===== src/rtl/serial_port_pkg.sv =====
package serial_port_pkg;
   localparam int WORD_W = 32;
   localparam int BYTE_W = 8;

   typedef enum logic [3:0] {
      IX_ID     = 4'd0,
      IX_DATA   = 4'd1,
      IX_COUNT  = 4'd2,
      IX_IRQEN  = 4'd3,
      IX_TXADDR = 4'd4,
      IX_TXLEN  = 4'd5,
      IX_RXADDR = 4'd6,
      IX_RXLEN  = 4'd7,
      IX_SIZE   = 4'd8
   } reg_ix_e;

   localparam int IRQ_FIFO_BIT = 0;
   localparam int IRQ_TX_BIT   = 1;
   localparam int IRQ_RX_BIT   = 2;
   localparam int IRQ_W        = 3;

   localparam logic [WORD_W-1:0] EMPTY_READ = '1;
endpackage


===== src/rtl/serial_rx_fifo.sv =====
module serial_rx_fifo #(
   parameter int DEPTH  = 16,
   parameter int DATA_W = 8,
   localparam int PTR_W = (DEPTH > 1) ? $clog2(DEPTH) : 1,
   localparam int CNT_W = $clog2(DEPTH + 1)
) (
   input  logic              clk,
   input  logic              rst_n,
   input  logic              push,
   input  logic [DATA_W-1:0] push_data,
   input  logic              pop,
   output logic [DATA_W-1:0] head,
   output logic [CNT_W-1:0]  count
);
   logic [DATA_W-1:0] mem [DEPTH];
   logic [PTR_W-1:0]  rd_ptr;
   logic [PTR_W-1:0]  rd_next;
   logic [PTR_W-1:0]  wr_slot;

   if (DEPTH < 2) begin : g_bad_depth
      $error("serial_rx_fifo: DEPTH must be at least 2");
   end

   if ((DEPTH & (DEPTH - 1)) == 0) begin : g_pow2
      assign rd_next = rd_ptr + PTR_W'(1);
      assign wr_slot = rd_ptr + count[PTR_W-1:0];
   end else begin : g_modulo
      logic [CNT_W:0] slot_sum;
      assign slot_sum = (CNT_W+1)'(rd_ptr) + (CNT_W+1)'(count);
      assign wr_slot  = (slot_sum >= (CNT_W+1)'(DEPTH))
                        ? PTR_W'(slot_sum - (CNT_W+1)'(DEPTH))
                        : PTR_W'(slot_sum);
      assign rd_next  = (rd_ptr == PTR_W'(DEPTH - 1)) ? '0 : rd_ptr + PTR_W'(1);
   end

   assign head = mem[rd_ptr];

   always_ff @(posedge clk) begin
      if (push) mem[wr_slot] <= push_data;
   end

   always_ff @(posedge clk) begin
      if (!rst_n) begin
         rd_ptr <= '0;
         count  <= '0;
      end else begin
         if (pop) rd_ptr <= rd_next;
         case ({push, pop})
            2'b10:   count <= count + CNT_W'(1);
            2'b01:   count <= count - CNT_W'(1);
            default: count <= count;
         endcase
      end
   end

   p_no_overflow_r6: assert property (@(posedge clk) disable iff (!rst_n)
      push && !pop |-> count != CNT_W'(DEPTH));
   p_no_underflow_r2: assert property (@(posedge clk) disable iff (!rst_n)
      pop |-> count != '0);
   p_count_hold_r12: assert property (@(posedge clk) disable iff (!rst_n)
      push && pop |=> $stable(count));
endmodule


===== src/rtl/serial_irq.sv =====
module serial_irq
   import serial_port_pkg::*;
(
   input  logic             clk,
   input  logic             rst_n,
   input  logic [IRQ_W-1:0] enable,
   input  logic             fifo_nonempty,
   input  logic             rx_pend_zero,
   output logic             irq
);
   logic [IRQ_W-1:0] term;

   always_comb begin
      term = '0;
      term[IRQ_FIFO_BIT] = enable[IRQ_FIFO_BIT] && fifo_nonempty;
      term[IRQ_TX_BIT]   = enable[IRQ_TX_BIT];
      term[IRQ_RX_BIT]   = enable[IRQ_RX_BIT] && rx_pend_zero;
   end

   assign irq = |term;

   p_irq_tx_r5: assert property (@(posedge clk) disable iff (!rst_n)
      enable[IRQ_TX_BIT] |-> irq);
   p_irq_quiet_r5: assert property (@(posedge clk) disable iff (!rst_n)
      enable == '0 |-> !irq);
endmodule


===== src/rtl/serial_port_regs.sv =====
module serial_port_regs
   import serial_port_pkg::*;
#(
   parameter int          FIFO_DEPTH = 16,
   parameter int          ADDR_W     = 12,
   parameter logic [31:0] ID_VALUE   = 32'h5E71_0001,
   localparam int IX_W  = ADDR_W - 2,
   localparam int CNT_W = $clog2(FIFO_DEPTH + 1)
) (
   input  logic              clk,
   input  logic              rst_n,
   input  logic              req_valid,
   input  logic              req_write,
   input  logic [ADDR_W-1:0] req_addr,
   input  logic [31:0]       req_wdata,
   output logic              rsp_valid,
   output logic [31:0]       rsp_rdata,
   output logic              bad_access,
   output logic              irq,
   output logic              tx_valid,
   input  logic              tx_ready,
   output logic [7:0]        tx_data,
   input  logic              rx_valid,
   output logic              rx_ready,
   input  logic [7:0]        rx_data,
   output logic              dma_tx_go,
   output logic [31:0]       dma_tx_base,
   output logic [31:0]       dma_tx_len,
   output logic              dma_wr_valid,
   output logic [31:0]       dma_wr_addr,
   output logic [7:0]        dma_wr_data
);
   if (ADDR_W != 12) begin : g_bad_addr
      $error("serial_port_regs: the register window decodes exactly 12 address bits");
   end
   if (FIFO_DEPTH < 2) begin : g_bad_depth
      $error("serial_port_regs: FIFO_DEPTH must be at least 2");
   end

   // ---------------- decode ----------------
   logic [IX_W-1:0] idx;
   logic            unused_addr_lsb;
   logic            mapped;
   logic            rd_req, wr_req;

   assign idx             = req_addr[ADDR_W-1:2];
   assign unused_addr_lsb = ^req_addr[1:0];
   assign mapped          = idx <= IX_W'(IX_SIZE);
   assign rd_req          = req_valid && !req_write;
   assign wr_req          = req_valid && req_write;

   function automatic logic hit(input logic [IX_W-1:0] i, input reg_ix_e r);
      return i == IX_W'(r);
   endfunction

   logic data_wr, irqen_wr, txaddr_wr, txlen_wr, rxaddr_wr, rxlen_wr, data_rd;
   assign data_wr   = wr_req && hit(idx, IX_DATA);
   assign irqen_wr  = wr_req && hit(idx, IX_IRQEN);
   assign txaddr_wr = wr_req && hit(idx, IX_TXADDR);
   assign txlen_wr  = wr_req && hit(idx, IX_TXLEN);
   assign rxaddr_wr = wr_req && hit(idx, IX_RXADDR);
   assign rxlen_wr  = wr_req && hit(idx, IX_RXLEN);
   assign data_rd   = rd_req && hit(idx, IX_DATA);

   // ---------------- state ----------------
   logic [IRQ_W-1:0]  irq_en;
   logic [31:0]       tx_addr_q;
   logic [31:0]       rx_addr_q;
   logic [31:0]       rx_pend_q;
   logic [CNT_W-1:0]  drain_q;
   logic [CNT_W-1:0]  occ;
   logic [BYTE_W-1:0] fifo_head;

   logic draining, fifo_full, rx_hold, rx_fire, rx_to_dma, fifo_push, cpu_pop, fifo_pop;

   assign draining  = drain_q != '0;
   assign fifo_full = occ == CNT_W'(FIFO_DEPTH);
   assign rx_hold   = rxaddr_wr || rxlen_wr;
   assign rx_ready  = !rx_hold && !draining && ((rx_pend_q != '0) || !fifo_full);
   assign rx_fire   = rx_valid && rx_ready;
   assign rx_to_dma = rx_fire && (rx_pend_q != '0);
   assign fifo_push = rx_fire && (rx_pend_q == '0);
   assign cpu_pop   = data_rd && (occ != '0) && !draining;
   assign fifo_pop  = cpu_pop || draining;

   serial_rx_fifo #(
      .DEPTH  (FIFO_DEPTH),
      .DATA_W (BYTE_W)
   ) u_fifo (
      .clk       (clk),
      .rst_n     (rst_n),
      .push      (fifo_push),
      .push_data (rx_data),
      .pop       (fifo_pop),
      .head      (fifo_head),
      .count     (occ)
   );

   serial_irq u_irq (
      .clk           (clk),
      .rst_n         (rst_n),
      .enable        (irq_en),
      .fifo_nonempty (occ != '0),
      .rx_pend_zero  (rx_pend_q == '0),
      .irq           (irq)
   );

   // ---------------- read path ----------------
   logic [31:0] rd_mux;
   always_comb begin
      rd_mux = '0;
      if (mapped) begin
         case (reg_ix_e'(idx[3:0]))
            IX_ID:     rd_mux = ID_VALUE;
            IX_DATA:   rd_mux = cpu_pop ? 32'(fifo_head) : EMPTY_READ;
            IX_COUNT:  rd_mux = 32'(occ);
            IX_IRQEN:  rd_mux = 32'(irq_en);
            IX_TXADDR: rd_mux = tx_addr_q;
            IX_TXLEN:  rd_mux = '0;
            IX_RXADDR: rd_mux = rx_addr_q;
            IX_RXLEN:  rd_mux = rx_pend_q;
            IX_SIZE:   rd_mux = 32'(FIFO_DEPTH);
            default:   rd_mux = '0;
         endcase
      end
   end

   always_ff @(posedge clk) begin
      if (!rst_n) begin
         rsp_valid  <= 1'b0;
         rsp_rdata  <= '0;
         bad_access <= 1'b0;
      end else begin
         rsp_valid  <= rd_req;
         rsp_rdata  <= rd_req ? rd_mux : '0;
         bad_access <= req_valid && !mapped;
      end
   end

   // ---------------- control registers and transmit ----------------
   always_ff @(posedge clk) begin
      if (!rst_n) begin
         irq_en      <= '0;
         tx_valid    <= 1'b0;
         tx_data     <= '0;
         tx_addr_q   <= '0;
         dma_tx_go   <= 1'b0;
         dma_tx_base <= '0;
         dma_tx_len  <= '0;
      end else begin
         if (irqen_wr) irq_en <= req_wdata[IRQ_W-1:0];
         if (data_wr) begin
            tx_valid <= 1'b1;
            tx_data  <= req_wdata[BYTE_W-1:0];
         end else if (tx_ready) begin
            tx_valid <= 1'b0;
         end
         dma_tx_go <= txlen_wr;
         if (txaddr_wr) begin
            tx_addr_q <= req_wdata;
         end else if (txlen_wr) begin
            dma_tx_base <= tx_addr_q;
            dma_tx_len  <= req_wdata;
            tx_addr_q   <= tx_addr_q + req_wdata;
         end
      end
   end

   // ---------------- receive DMA ----------------
   logic [31:0] occ_w;
   assign occ_w = 32'(occ);

   always_ff @(posedge clk) begin
      if (!rst_n) begin
         rx_addr_q    <= '0;
         rx_pend_q    <= '0;
         drain_q      <= '0;
         dma_wr_valid <= 1'b0;
         dma_wr_addr  <= '0;
         dma_wr_data  <= '0;
      end else begin
         dma_wr_valid <= draining || rx_to_dma;
         if (draining || rx_to_dma) begin
            dma_wr_addr <= rx_addr_q;
            dma_wr_data <= draining ? fifo_head : rx_data;
         end
         if (rxaddr_wr) begin
            rx_addr_q <= req_wdata;
            rx_pend_q <= '0;
            drain_q   <= '0;
         end else if (rxlen_wr) begin
            if (req_wdata > occ_w) begin
               rx_pend_q <= req_wdata - occ_w;
               drain_q   <= occ;
            end else begin
               rx_pend_q <= '0;
               drain_q   <= CNT_W'(req_wdata);
            end
         end else begin
            if (draining || rx_to_dma) rx_addr_q <= rx_addr_q + 32'd1;
            if (draining)  drain_q   <= drain_q - CNT_W'(1);
            if (rx_to_dma) rx_pend_q <= rx_pend_q - 32'd1;
         end
      end
   end

   // ---------------- assertions ----------------
   p_rsp_follows_r13: assert property (@(posedge clk) disable iff (!rst_n)
      rd_req |=> rsp_valid);
   p_err_pulse_r11: assert property (@(posedge clk) disable iff (!rst_n)
      req_valid && (idx > IX_W'(IX_SIZE)) |=> bad_access);
   p_dma_route_r7: assert property (@(posedge clk) disable iff (!rst_n)
      rx_valid && rx_ready && (rx_pend_q != '0) |=> dma_wr_valid && (dma_wr_data == $past(rx_data)));
   p_tx_hold_r4: assert property (@(posedge clk) disable iff (!rst_n)
      tx_valid && !tx_ready && !data_wr |=> tx_valid && $stable(tx_data));
   p_drain_block_r8: assert property (@(posedge clk) disable iff (!rst_n)
      draining |-> !rx_ready);
endmodule


===== config.mk =====
export PLATFORM = sky130hd
export DESIGN_NAME = serial_port_regs
export DESIGN_NICKNAME = d
export VERILOG_FILES = /design/src/rtl/serial_port_pkg.sv /design/src/rtl/serial_rx_fifo.sv /design/src/rtl/serial_irq.sv /design/src/rtl/serial_port_regs.sv
export SDC_FILE = /design/constraint.sdc
export NUM_CORES = 1
export LEC_CHECK = 0
export ABC_AREA = 1
export BUFFER_PORTS_ARGS = -buffer_cell sky130_fd_sc_hd__buf_4
export CAP_MARGIN = 20
export CORE_ASPECT_RATIO = 0.75
export CORE_UTILIZATION = 48
export CTS_CLUSTER_DIAMETER = 50
export DETAILED_ROUTE_END_ITERATION = 6
export GPL_TIMING_DRIVEN = 0
export PLACE_DENSITY = 0.69
export SLEW_MARGIN = 10
export SYNTH_ARGS = -nofsm -noshare
export SYNTH_HDL_FRONTEND = slang
export SYNTH_SLANG_ARGS = --single-unit
export TNS_END_PERCENT = 30

===== constraint.sdc =====
create_clock -name clk -period 6.8 [get_ports clk]
set_input_delay 1.02 -clock clk [delete_from_list [all_inputs] [get_ports clk]]
set_output_delay 1.02 -clock clk [all_outputs]
set_load 0.01 [all_outputs]

==> impl_metrics.toml <==
[yosys]
syn_nets = 3049
ys_seq_elements = 394
ys_types = 49
synth_area_per_cell_um2 = 7.23
synth_flop_cell = "dfxtp_1"
synthArstFlopShare = 0
synth_edf_count = 128
postSynthCellCount = 2939
synth.cell_area_um2 = 21200
yosysWarnings = 0
yosysSeqAreaShare = 0.432

[timing]
timing.setup.tns_ns = 0
hold_viol = 0
rsz0062_at_grt = "no"
worst_slew_pin_slew_ns = 1.22
setup_viol = 0
clock_skew_ns = 0.0200
min_period_ns = 3.72
maxSlewViolCount = 0
timing.fmax_mhz = 269
slew_headroom = 0.185
fin_crit_sh = 0.547

[floorplan]
io_pins = 209
die-width_um = 245
start_util = 0.488
core_area_um2 = 43500
die_h_um = 184
rows = 66
dieArea_um2 = 45100

[critical_path]
reg2reg_from = "drain_q[0]"
start_kind = "register"
rr_endpoint = "u_fifo.count[4]"
crit_path_start = "rx_pend_q[0]"
worstSetupPathType = "reg -> out"
critPathMaxFanout = 4
r2r_setup_slack_ns = 3.36
rr_worst_depth = 15
required_ns = 5.78
end_kind = "primary output"
cp.arrival_ns = 2.70

[final_layout]
design_area_um2 = 25100
regArea_um2 = 9170
antenna_cells = 0
layout_commonest_cell = "nand2_1"
drive_gt1_frac = 0.111
final_cell_mix = "651 x nand2_1, 379 x inv_1, 321 x nor2_1, 272 x a21oi_1, 266 x dfxtp_1"
num-fill-cells = 4132
fin_nets = 3303
utilization = 0.577
area_growth_pct = 18.2
multi_input_area_um2 = 10100

[clock_tree]
insertion_delay_ns = 0.59
postCtsSetupBuffers = 0
clk_path_buf_depth = 3
clock_sink_count = 394
cts_max_level = 2
hold_buffers = 0
path_clk_slew_ns = 0.06
cts_buffers = 46
ctsResizeCount = 0
cts_root_buffer = "clkbuf_16"
cts_tree = "built"

[drt]
num_vias = 22107
drc = 0
antenna_left = 0
drtIter0Drc = 2912
drt-total-wl_um = 87900
viasPerCell = 5.80
dr.pass1.iters = 5
wl_per_cell_um = 23.1

[hold_path]
hold_class = "reg -> reg"
hold_start = "rx_pend_q[1]"
hold_end = "rx_pend_q[1]"
min_path_cells = 2

[global_route]
grt_max_degree = 18
grt_pass1_wl_um = 126000
grt_pass1_vias = 19888
antenna_found_initial = 0
grt_use_total = 0.382
grt-ovfl-total = 0

[flow_run]
drv_cap = 0

[power_and_ir_drop]
ir_drop_v = 0.000238
p_leak_nw = 11.0
power_per_cell_area_nw_per_um2 = 361

[place]
dpl_cell_area_um2 = 23500
hpwl_um = 69500
io_buffers = 206
place_congestion = 0.990

[run_status]
status = "finished clean"
-- stage by stage --
stage	worst slack, ns	power (mW)	instances	hold WS (ns)
6_report	3.08	9.07	3809	0.499
3_5_place_dp	2.75	6.33	3723	0.476
2_1_floorplan	3.56	5.19	2939	0.444
5_1_grt	3.06	9.48	3809	0.525
3_3_place_gp	2.84	6.26	3723	0.455
4_1_cts	3.11	8.94	3809	0.484
-- per-layer routing --
layer / GRT usage / wire [µm] / vias to the layer above
met5: 0.00763 / 46 / -
met4: 0.108 / 2160 / 2
met3: 0.116 / 12300 / 132
met2: 0.519 / 34100 / 1325
met1: 0.572 / 39300 / 10431
li1: - / - / 10217
-- worst max-delay path, cell delays in order, from the launching register on --
cell and delay, ns:
dfxtp_1 0.32, inv_1 0.11, ha_1 0.25, nand2_1 0.11, inv_2 0.10, nand2_1 0.09
nor2_1 0.11, nand2_1 0.17, o21ai_0 0.59, buf_4 0.24
-- how the worst max path moves through the flow --
stage,cells after the start,to,slack (ns)
final,9,irq,3.08
after detailed placement,16,u_fifo.count[4],2.75
after global placement,14,u_fifo.count[4],2.84
after floorplan,16,u_fifo.count[4],3.56
after CTS,9,irq,3.11
after global routing,9,irq,3.06
-- final cells by class --
cell class,instances,area share
Clock buffer,58,0.0505
Timing Repair Buffer,206,0.0616
Multi-Input combinational cell,2034,0.401
Buffer,119,0.0214
Clock inverter,28,0.0134
Sequential cell,394,0.365
Tap cell,578,0.0288
Inverter,392,0.0586
-- cells by family (layout without fill, tap and decap cells) --
group / count (synthesis) / count (layout) / synth area share
simple gates: 1264 / 1264 / 0.248
xor+xnor: 50 / 50 / 0.0206
mux: 8 / 8 / 0.00377
compound gates: 660 / 660 / 0.169
buf+inv: 511 / 803 / 0.0947
fa+ha+maj: 52 / 52 / 0.0320
flops: 394 / 394 / 0.432
-- power breakdown --
| group | internal [mW] | total (mW) | switching [mW] |
|---|---|---|---|
| Sequential | 2.67 | 2.91 | 0.242 |
| Combinational | 1.18 | 3.52 | 2.34 |
| Clock | 1.54 | 2.64 | 1.10 |
-- cell usage after synthesis, types with 7 or more instances --
cell type  instances  area share
dfxtp_1          266        0.25
nand2_1          651        0.12
inv_1            379       0.067
buf_1             15      0.0027
nand3_1          201       0.047
nor3_1            19      0.0045
o31ai_1            9      0.0032
or2_2              9      0.0027
mux2i_1            8      0.0038
ha_1              48       0.028
nand4_1           23      0.0068
o22ai_1           57       0.017
xnor2_1           17      0.0070
a31oi_1            9      0.0027
clkbuf_1          64       0.011
xor2_1            33       0.014
nor2_1           321       0.057
o211ai_1          35       0.012
o21ai_0          245       0.058
a21oi_1          272       0.064
inv_2              7      0.0012
a41oi_1           11      0.0045
edfxtp_1         128        0.18
nand3b_1          11      0.0039
buf_2             30      0.0071
-- state kept, by name, indices dropped and copies added (netlist names), 8 cells and up, named ones only --
register and count:
dma_tx_base 32, dma_wr_addr 32, rx_pend_q 32, dma_wr_data 8, dma_tx_len 32, tx_data 8
rx_addr_q 32, u_fifo.mem 128, tx_addr_q 32, rsp_rdata 32
Power figures use the tool's default switching activity.
